File: config.mk
export PLATFORM = sky130hd
export DESIGN_NAME = gfx_aperture
export DESIGN_NICKNAME = d
export VERILOG_FILES = /design/src/rtl/gfx_aperture_pkg.sv /design/src/rtl/gfx_window_map.sv /design/src/rtl/gfx_plane_steer.sv /design/src/rtl/gfx_upd_flags.sv /design/src/rtl/gfx_aperture.sv
export SDC_FILE = /design/constraint.sdc
export NUM_CORES = 1
export LEC_CHECK = 0
export BUFFER_PORTS_ARGS = -buffer_cell sky130_fd_sc_hd__clkbuf_2
export CAP_MARGIN = 10
export CORE_ASPECT_RATIO = 0.75
export CORE_MARGIN = 3
export CORE_UTILIZATION = 48
export DETAILED_ROUTE_END_ITERATION = 6
export PLACE_DENSITY_LB_ADDON = 0.05
export SYNTH_ARGS = -nofsm -noshare
export SYNTH_HDL_FRONTEND = slang
export SYNTH_SLANG_ARGS = --single-unit
File: constraint.sdc
create_clock -name clk -period 2.4 [get_ports clk]
set_input_delay 0.12 -clock clk [delete_from_list [all_inputs] [get_ports clk]]
set_output_delay 0.12 -clock clk [all_outputs]
set_load 0.01 [all_outputs]
File: src/rtl/gfx_aperture_pkg.sv
package gfx_aperture_pkg;
  localparam int NPL = 4;

  typedef enum logic [1:0] {
    WIN_FULL   = 2'd0,
    WIN_BANKED = 2'd1,
    WIN_MID    = 2'd2,
    WIN_TOP    = 2'd3
  } win_mode_e;
endpackage

File: src/rtl/gfx_window_map.sv
module gfx_window_map #(
  parameter int WIN_AW  = 17,
  parameter int VRAM_AW = 19
) (
  input  logic [WIN_AW-1:0]  win_addr,
  input  logic [1:0]         mode,
  input  logic [VRAM_AW-1:0] bank,
  output logic               hit,
  output logic [VRAM_AW-1:0] off
);
  import gfx_aperture_pkg::*;

  localparam logic [VRAM_AW-1:0] HALF = VRAM_AW'(1) << (WIN_AW - 1);
  localparam logic [VRAM_AW-1:0] QTR  = VRAM_AW'(1) << (WIN_AW - 2);

  logic [VRAM_AW-1:0] wide;
  assign wide = VRAM_AW'(win_addr);

  always_comb begin
    unique case (win_mode_e'(mode))
      WIN_FULL: begin
        off = wide;
        hit = 1'b1;
      end
      WIN_BANKED: begin
        off = wide + bank;
        hit = !win_addr[WIN_AW-1];
      end
      WIN_MID: begin
        off = wide - HALF;
        hit = (off < QTR);
      end
      default: begin
        off = wide - (HALF + QTR);
        hit = (off < QTR);
      end
    endcase
  end
endmodule

File: src/rtl/gfx_plane_steer.sv
module gfx_plane_steer #(
  parameter int VRAM_AW = 19
) (
  input  logic [VRAM_AW-1:0] off,
  input  logic               hit,
  input  logic               wr,
  input  logic               chain4,
  input  logic               oddeven,
  input  logic [1:0]         rmap,
  input  logic [3:0]         mask,
  output logic [VRAM_AW-1:0] addr,
  output logic               latched,
  output logic [3:0]         we
);
  logic [1:0] sel;

  always_comb begin
    latched = 1'b0;
    sel     = 2'd0;
    addr    = off;
    if (chain4) begin
      sel = off[1:0];
    end else if (oddeven) begin
      sel  = {rmap[1], off[0]};
      addr = {off[VRAM_AW-2:1], sel};
    end else begin
      latched = 1'b1;
    end
  end

  for (genvar p = 0; p < 4; p++) begin : g_we
    assign we[p] = wr && hit && mask[p] && (latched || (sel == 2'(p)));
  end
endmodule

File: src/rtl/gfx_upd_flags.sv
module gfx_upd_flags #(
  parameter int N = 4
) (
  input  logic         clk,
  input  logic         rst_n,
  input  logic         clr,
  input  logic         set_en,
  input  logic [N-1:0] set_mask,
  output logic [N-1:0] flags
);
  always_ff @(posedge clk) begin
    if (!rst_n || clr) flags <= '0;
    else if (set_en)   flags <= flags | set_mask;
  end
endmodule

File: src/rtl/gfx_aperture.sv
module gfx_aperture #(
  parameter int HOST_AW = 20,
  parameter int WIN_AW  = 17,
  parameter int VRAM_AW = 19
) (
  input  logic               clk,
  input  logic               rst_n,
  input  logic               bank_wr_en,
  input  logic [VRAM_AW-1:0] bank_wr_data,
  input  logic [1:0]         win_sel,
  input  logic               chain4_en,
  input  logic               oddeven_en,
  input  logic [1:0]         read_map,
  input  logic [3:0]         map_mask,
  input  logic               upd_clr,
  input  logic               req_valid,
  output logic               req_ready,
  input  logic               req_write,
  input  logic [HOST_AW-1:0] req_addr,
  input  logic [7:0]         req_wdata,
  output logic               rsp_valid,
  input  logic               rsp_ready,
  output logic               rsp_write,
  output logic               rsp_hit,
  output logic               rsp_latched,
  output logic [VRAM_AW-1:0] rsp_addr,
  output logic [3:0]         rsp_plane_we,
  output logic [7:0]         rsp_data,
  output logic [3:0]         plane_updated
);
  import gfx_aperture_pkg::*;

  logic [VRAM_AW-1:0] bank_q;
  logic               hit_c, latched_c;
  logic [VRAM_AW-1:0] off_c, addr_c;
  logic [3:0]         we_c;
  logic               accept;

  assign req_ready = !rsp_valid || rsp_ready;
  assign accept    = req_valid && req_ready;

  always_ff @(posedge clk) begin
    if (!rst_n)          bank_q <= '0;
    else if (bank_wr_en) bank_q <= bank_wr_data;
  end

  gfx_window_map #(.WIN_AW(WIN_AW), .VRAM_AW(VRAM_AW)) u_map (
    .win_addr (req_addr[WIN_AW-1:0]),
    .mode     (win_sel),
    .bank     (bank_q),
    .hit      (hit_c),
    .off      (off_c)
  );

  gfx_plane_steer #(.VRAM_AW(VRAM_AW)) u_steer (
    .off     (off_c),
    .hit     (hit_c),
    .wr      (req_write),
    .chain4  (chain4_en),
    .oddeven (oddeven_en),
    .rmap    (read_map),
    .mask    (map_mask),
    .addr    (addr_c),
    .latched (latched_c),
    .we      (we_c)
  );

  gfx_upd_flags #(.N(NPL)) u_flags (
    .clk      (clk),
    .rst_n    (rst_n),
    .clr      (upd_clr),
    .set_en   (accept),
    .set_mask (we_c),
    .flags    (plane_updated)
  );

  always_ff @(posedge clk) begin
    if (!rst_n) begin
      rsp_valid    <= 1'b0;
      rsp_write    <= 1'b0;
      rsp_hit      <= 1'b0;
      rsp_latched  <= 1'b0;
      rsp_addr     <= '0;
      rsp_plane_we <= '0;
      rsp_data     <= '0;
    end else if (accept) begin
      rsp_valid    <= 1'b1;
      rsp_write    <= req_write;
      rsp_hit      <= hit_c;
      rsp_latched  <= latched_c;
      rsp_addr     <= addr_c;
      rsp_plane_we <= we_c;
      rsp_data     <= req_write ? req_wdata : (hit_c ? 8'h00 : 8'hFF);
    end else if (rsp_ready) begin
      rsp_valid    <= 1'b0;
    end
  end
endmodule

==> metrics.csv <==
stage,metric,value,unit
timing,Final Hold Fails,0,
final_layout,nets,624,
grt,vias in the first global route,3267,
clock_network,Num CTS Buffers,9,
power,Power Internal,1.71,mW
die,initial core utilization,51.6,%
grt,first-pass GRT wire length,15300,um
final_layout,fin cells,642,
setup_path,Worst R2R Setup Slack,-0.05,ns
die,core area,7090,sq um
logic_synthesis,Synth area leaders,"dfxtp_1, ha_1, mux2i_1",
clock_network,"Reg clk slew, reported paths",0.07,ns
placed_design,HPWL after detailed placement,6940,um
setup_path,Reg2Reg Depth,11,
setup_path,"Buf+Inv Stages, Crit Path",1,
logic_synthesis,Post-Syn Instances,440,
power,Comb pwr share,25.8,%
timing,Layout Skew,0.00934,ns
timing,Worst Slack Setup Final,-0.0457,ns
setup_path,"delay-heaviest family, CP",compound AO/OA/AOI/OAI gates,
setup_path,R2R Path End,rsp_addr[16],
final_layout,filler instances,673,
power,pwr dens,545,nW/um^2
logic_synthesis,area share of xor/xnor cells in the synthesized design,2.15,%
clock_network,H-tree depth,3,
power,Net Sw Frac,31.4,%
drt,initial DRC count,126,
final_layout,Final Instance Area,4580,sq um
setup_path,Setup CP Type,register to register,
die,Site Rows,26,
logic_synthesis,Synth Area per Inst,8.32,sq um
die,Die H,81.6,um
timing,unrepaired setup endpoints after global routing,yes,
worst_hold_path,Hold EP,bank_q[7],
power,Seq pwr share,42.5,%
timing,Least-Margin Pin Slew,0.961,ns
placed_design,IO Port Bufs,99,
clock_network,CTS Hold Bufs,0,
logic_synthesis,Syn Nets,525,
logic_synthesis,most frequent cells after synthesis,"dfxtp_1, nand2_1, nor2b_1",
logic_synthesis,Synth area leader,dfxtp_1,
clock_network,clk root buf,clkbuf_8,
timing,post-layout minimum cycle time,2.45,ns
setup_path,crit start category,register,
timing,Final Hold Slack,0.0446,ns
logic_synthesis,asr flop ratio synth,0,%
logic_synthesis,sequential cell area fraction in the yosys report,31.7,%
power,Net Sw Power,0.784,mW
grt,total grt overflow,0,
drt,drt pass-1 iters,4,
grt,All-Layer GR Usage,21.9,%
power,P_leak,2.11,nW
logic_synthesis,Synth Register Bits,58,
timing,Slew headroom,35.9,%
setup_path,Crit path required time,2.65,ns
timing,fin. max-slew vios,0,
logic_synthesis,post-synthesis mux area share,6.29,%
logic_synthesis,main combinational cell family by area after synthesis,compound AO/OA/AOI/OAI gates,
die,Die W,107,um
final_layout,proportion of layout cells with a drive suffix above 1,29.0,%
clock_network,Max Root-Sink Buffers,2,
placed_design,Area after DPL,4270,sq um
worst_hold_path,Hold Path Depth,3,
logic_synthesis,most common cell in the netlist,dfxtp_1,
run_status,violated checks,negative setup slack,
clock_network,worst-skew pair later-pin latency,0.33,ns
logic_synthesis,Compound-Gate Fraction of Synth Area,26.3,%
run_status,status,finished with violations,
drt,vias,3451,
timing,TNS Setup,-0.0519,ns
power,VDD IR max,268,uV
drt,WL final,9360,um
timing,f_max,0.409,GHz
setup_path,critical path arrival,2.70,ns
timing,"Period Utilization, post-route",102,%
setup_path,critical path's largest stage delay,0.45,ns
logic_synthesis,Yosys cell types,57,
grt,largest net degree at the start of global routing,57,
drt,post-route antenna net violation count,0,
timing,final setup vio count,2,
logic_synthesis,synthesized area,3660,sq um
setup_path,Crit. End Element,register,
logic_synthesis,Yosys top cell area share,31.7,%
final_layout,area grow syn2layout,25.1,%
drt,Vias/cell,5.38,
logic_synthesis,warnings from Yosys,0,
setup_path,CP max FO,4,
worst_hold_path,Hold Startpoint,bank_wr_data[7],
logic_synthesis,Synth Area in Adders,7.38,%
die,Die ar.,8720,sq um
logic_synthesis,post-synthesis simple-gate area fraction,22.0,%
worst_hold_path,Hold Path Class,input port to register,
drt,routed length per instance,14.6,um
clock_network,clk sinks,58,
setup_path,slowest CP cell,a2111oi_4,
logic_synthesis,number of synthesized flops with an enable pin,0,
setup_path,crit-path cells,"ha_4, inv_2, fa_2, nor2b_4, o31a_1, a2111oi_4, o31ai_4, xnor2_1, o211ai_2, o21ai_2, a221oi_2",
placed_design,gpl congestion,0.848,
die,# IOs,104,
drt,Post-route DRC,0,
final_layout,Antenna diodes,0,
setup_path,reg-to-reg startpoint,bank_q[0],
grt,initial antenna violation count,0,
power,Clk pwr share,31.7,%
logic_synthesis,Synth Flop Type,dfxtp_1,
job,Max Cap Violations,0,
placed_design,dpl cells,623,
clock_network,TritonCTS clock tree,yes,
-- worst register-to-register path, cell delays in order, from the launching register on --
cell and delay, ns:
dfxtp_2 0.34, ha_4 0.16, inv_2 0.05, fa_2 0.22, nor2b_4 0.05, o31a_1 0.32, a2111oi_4 0.45, o31ai_4 0.13
xnor2_1 0.15, o211ai_2 0.16, o21ai_2 0.09, a221oi_2 0.25
-- worst max-delay path by stage --
stage	from	end	slack, ns	cells after the start
global route	bank_q[0]	rsp_addr[16]	-0.14	11
finish	bank_q[0]	rsp_addr[16]	-0.05	11
floorplan	bank_q[0]	rsp_addr[16]	0.04	11
detailed placement	bank_q[0]	rsp_addr[16]	-0.17	11
global placement	bank_q[0]	rsp_addr[16]	-0.08	11
CTS	bank_q[0]	rsp_addr[16]	-0.03	11
-- power groups by stage --
stage | clock network, mW | logic, mW | registers, mW
2_1_floorplan | 0 | 0.394 | 1.09
3_3_place_gp | 0 | 0.596 | 1.08
3_5_place_dp | 0 | 0.603 | 1.08
4_1_cts | 0.820 | 0.613 | 1.06
5_1_grt | 0.876 | 0.714 | 1.07
6_report | 0.791 | 0.643 | 1.06
-- layer usage --
metal,vias to the layer above,track usage (%),part of all wire (%)
met2,99,34.7,45
met3,9,5.50,5.8
met5,-,0,0
met4,0,6.13,1.2
li1,1776,-,-
met1,1567,29.8,48
-- cells in the final DEF, fill, tap and decap left out, drive strengths merged, types with 4 or more instances in the layout --
cell type / synthesis / layout
nand4: 4 / 4
and3: 4 / 4
ha: 20 / 20
nor2b: 27 / 27
dfxtp: 58 / 58
mux2i: 23 / 23
nand2b: 16 / 16
inv: 11 / 11
a21oi: 25 / 25
o21a: 6 / 6
nor3: 9 / 9
a211oi: 12 / 12
buf: 5 / 17
o211ai: 11 / 11
a211o: 5 / 5
xnor2: 4 / 4
a21o: 9 / 9
nand3: 16 / 16
nand2: 57 / 57
nor2: 16 / 16
o21ai: 21 / 21
xor2: 5 / 5
a21boi: 21 / 21
clkbuf: 23 / 110
-- through the flow --
| stage | power (mW) | worst slack, ns | util [%] |
|---|---|---|---|
| floorplan | 1.49 | 0.0390 | - |
| global placement | 1.67 | -0.0764 | 60.3 |
| detailed placement | 1.68 | -0.169 | 60.3 |
| CTS | 2.49 | -0.0270 | 63.2 |
| global route | 2.66 | -0.144 | 64.6 |
| finish | 2.50 | -0.0457 | 64.6 |
-- registers in the layout (all words and copies together) (netlist names) --
| signal | count |
|---|---|
| rsp_valid | 1 |
| rsp_addr | 19 |
| rsp_write | 1 |
| rsp_hit | 1 |
| bank_q | 19 |
| rsp_latched | 1 |
| rsp_data | 8 |
| u_flags.flags | 4 |
| rsp_plane_we | 4 |
-- final cells by class --
type	count	area [sq um]	area share [%]
Multi-Input combinational cell	343	2460	53.7
Sequential cell	58	1160	25.4
Clock inverter	5	30.0	0.656
Tap cell	98	123	2.68
Inverter	11	41.3	0.901
Timing Repair Buffer	116	623	13.6
Clock buffer	11	141	3.09
-- timing repair --
action	in CTS	in global routing
pin swaps	10	9
buffers inserted	2	1
gates resized for setup	6	16
endpoints found under the setup margin	7	12
gates cloned	0	0
-- logic make-up after synthesis --
family          count (synthesis)
compound gates                131
xor+xnor                        9
fa+ha+maj                      21
buf+inv                        39
flops                          58
mux                            23
simple gates                  159
(Power assumes the default switching activity.)
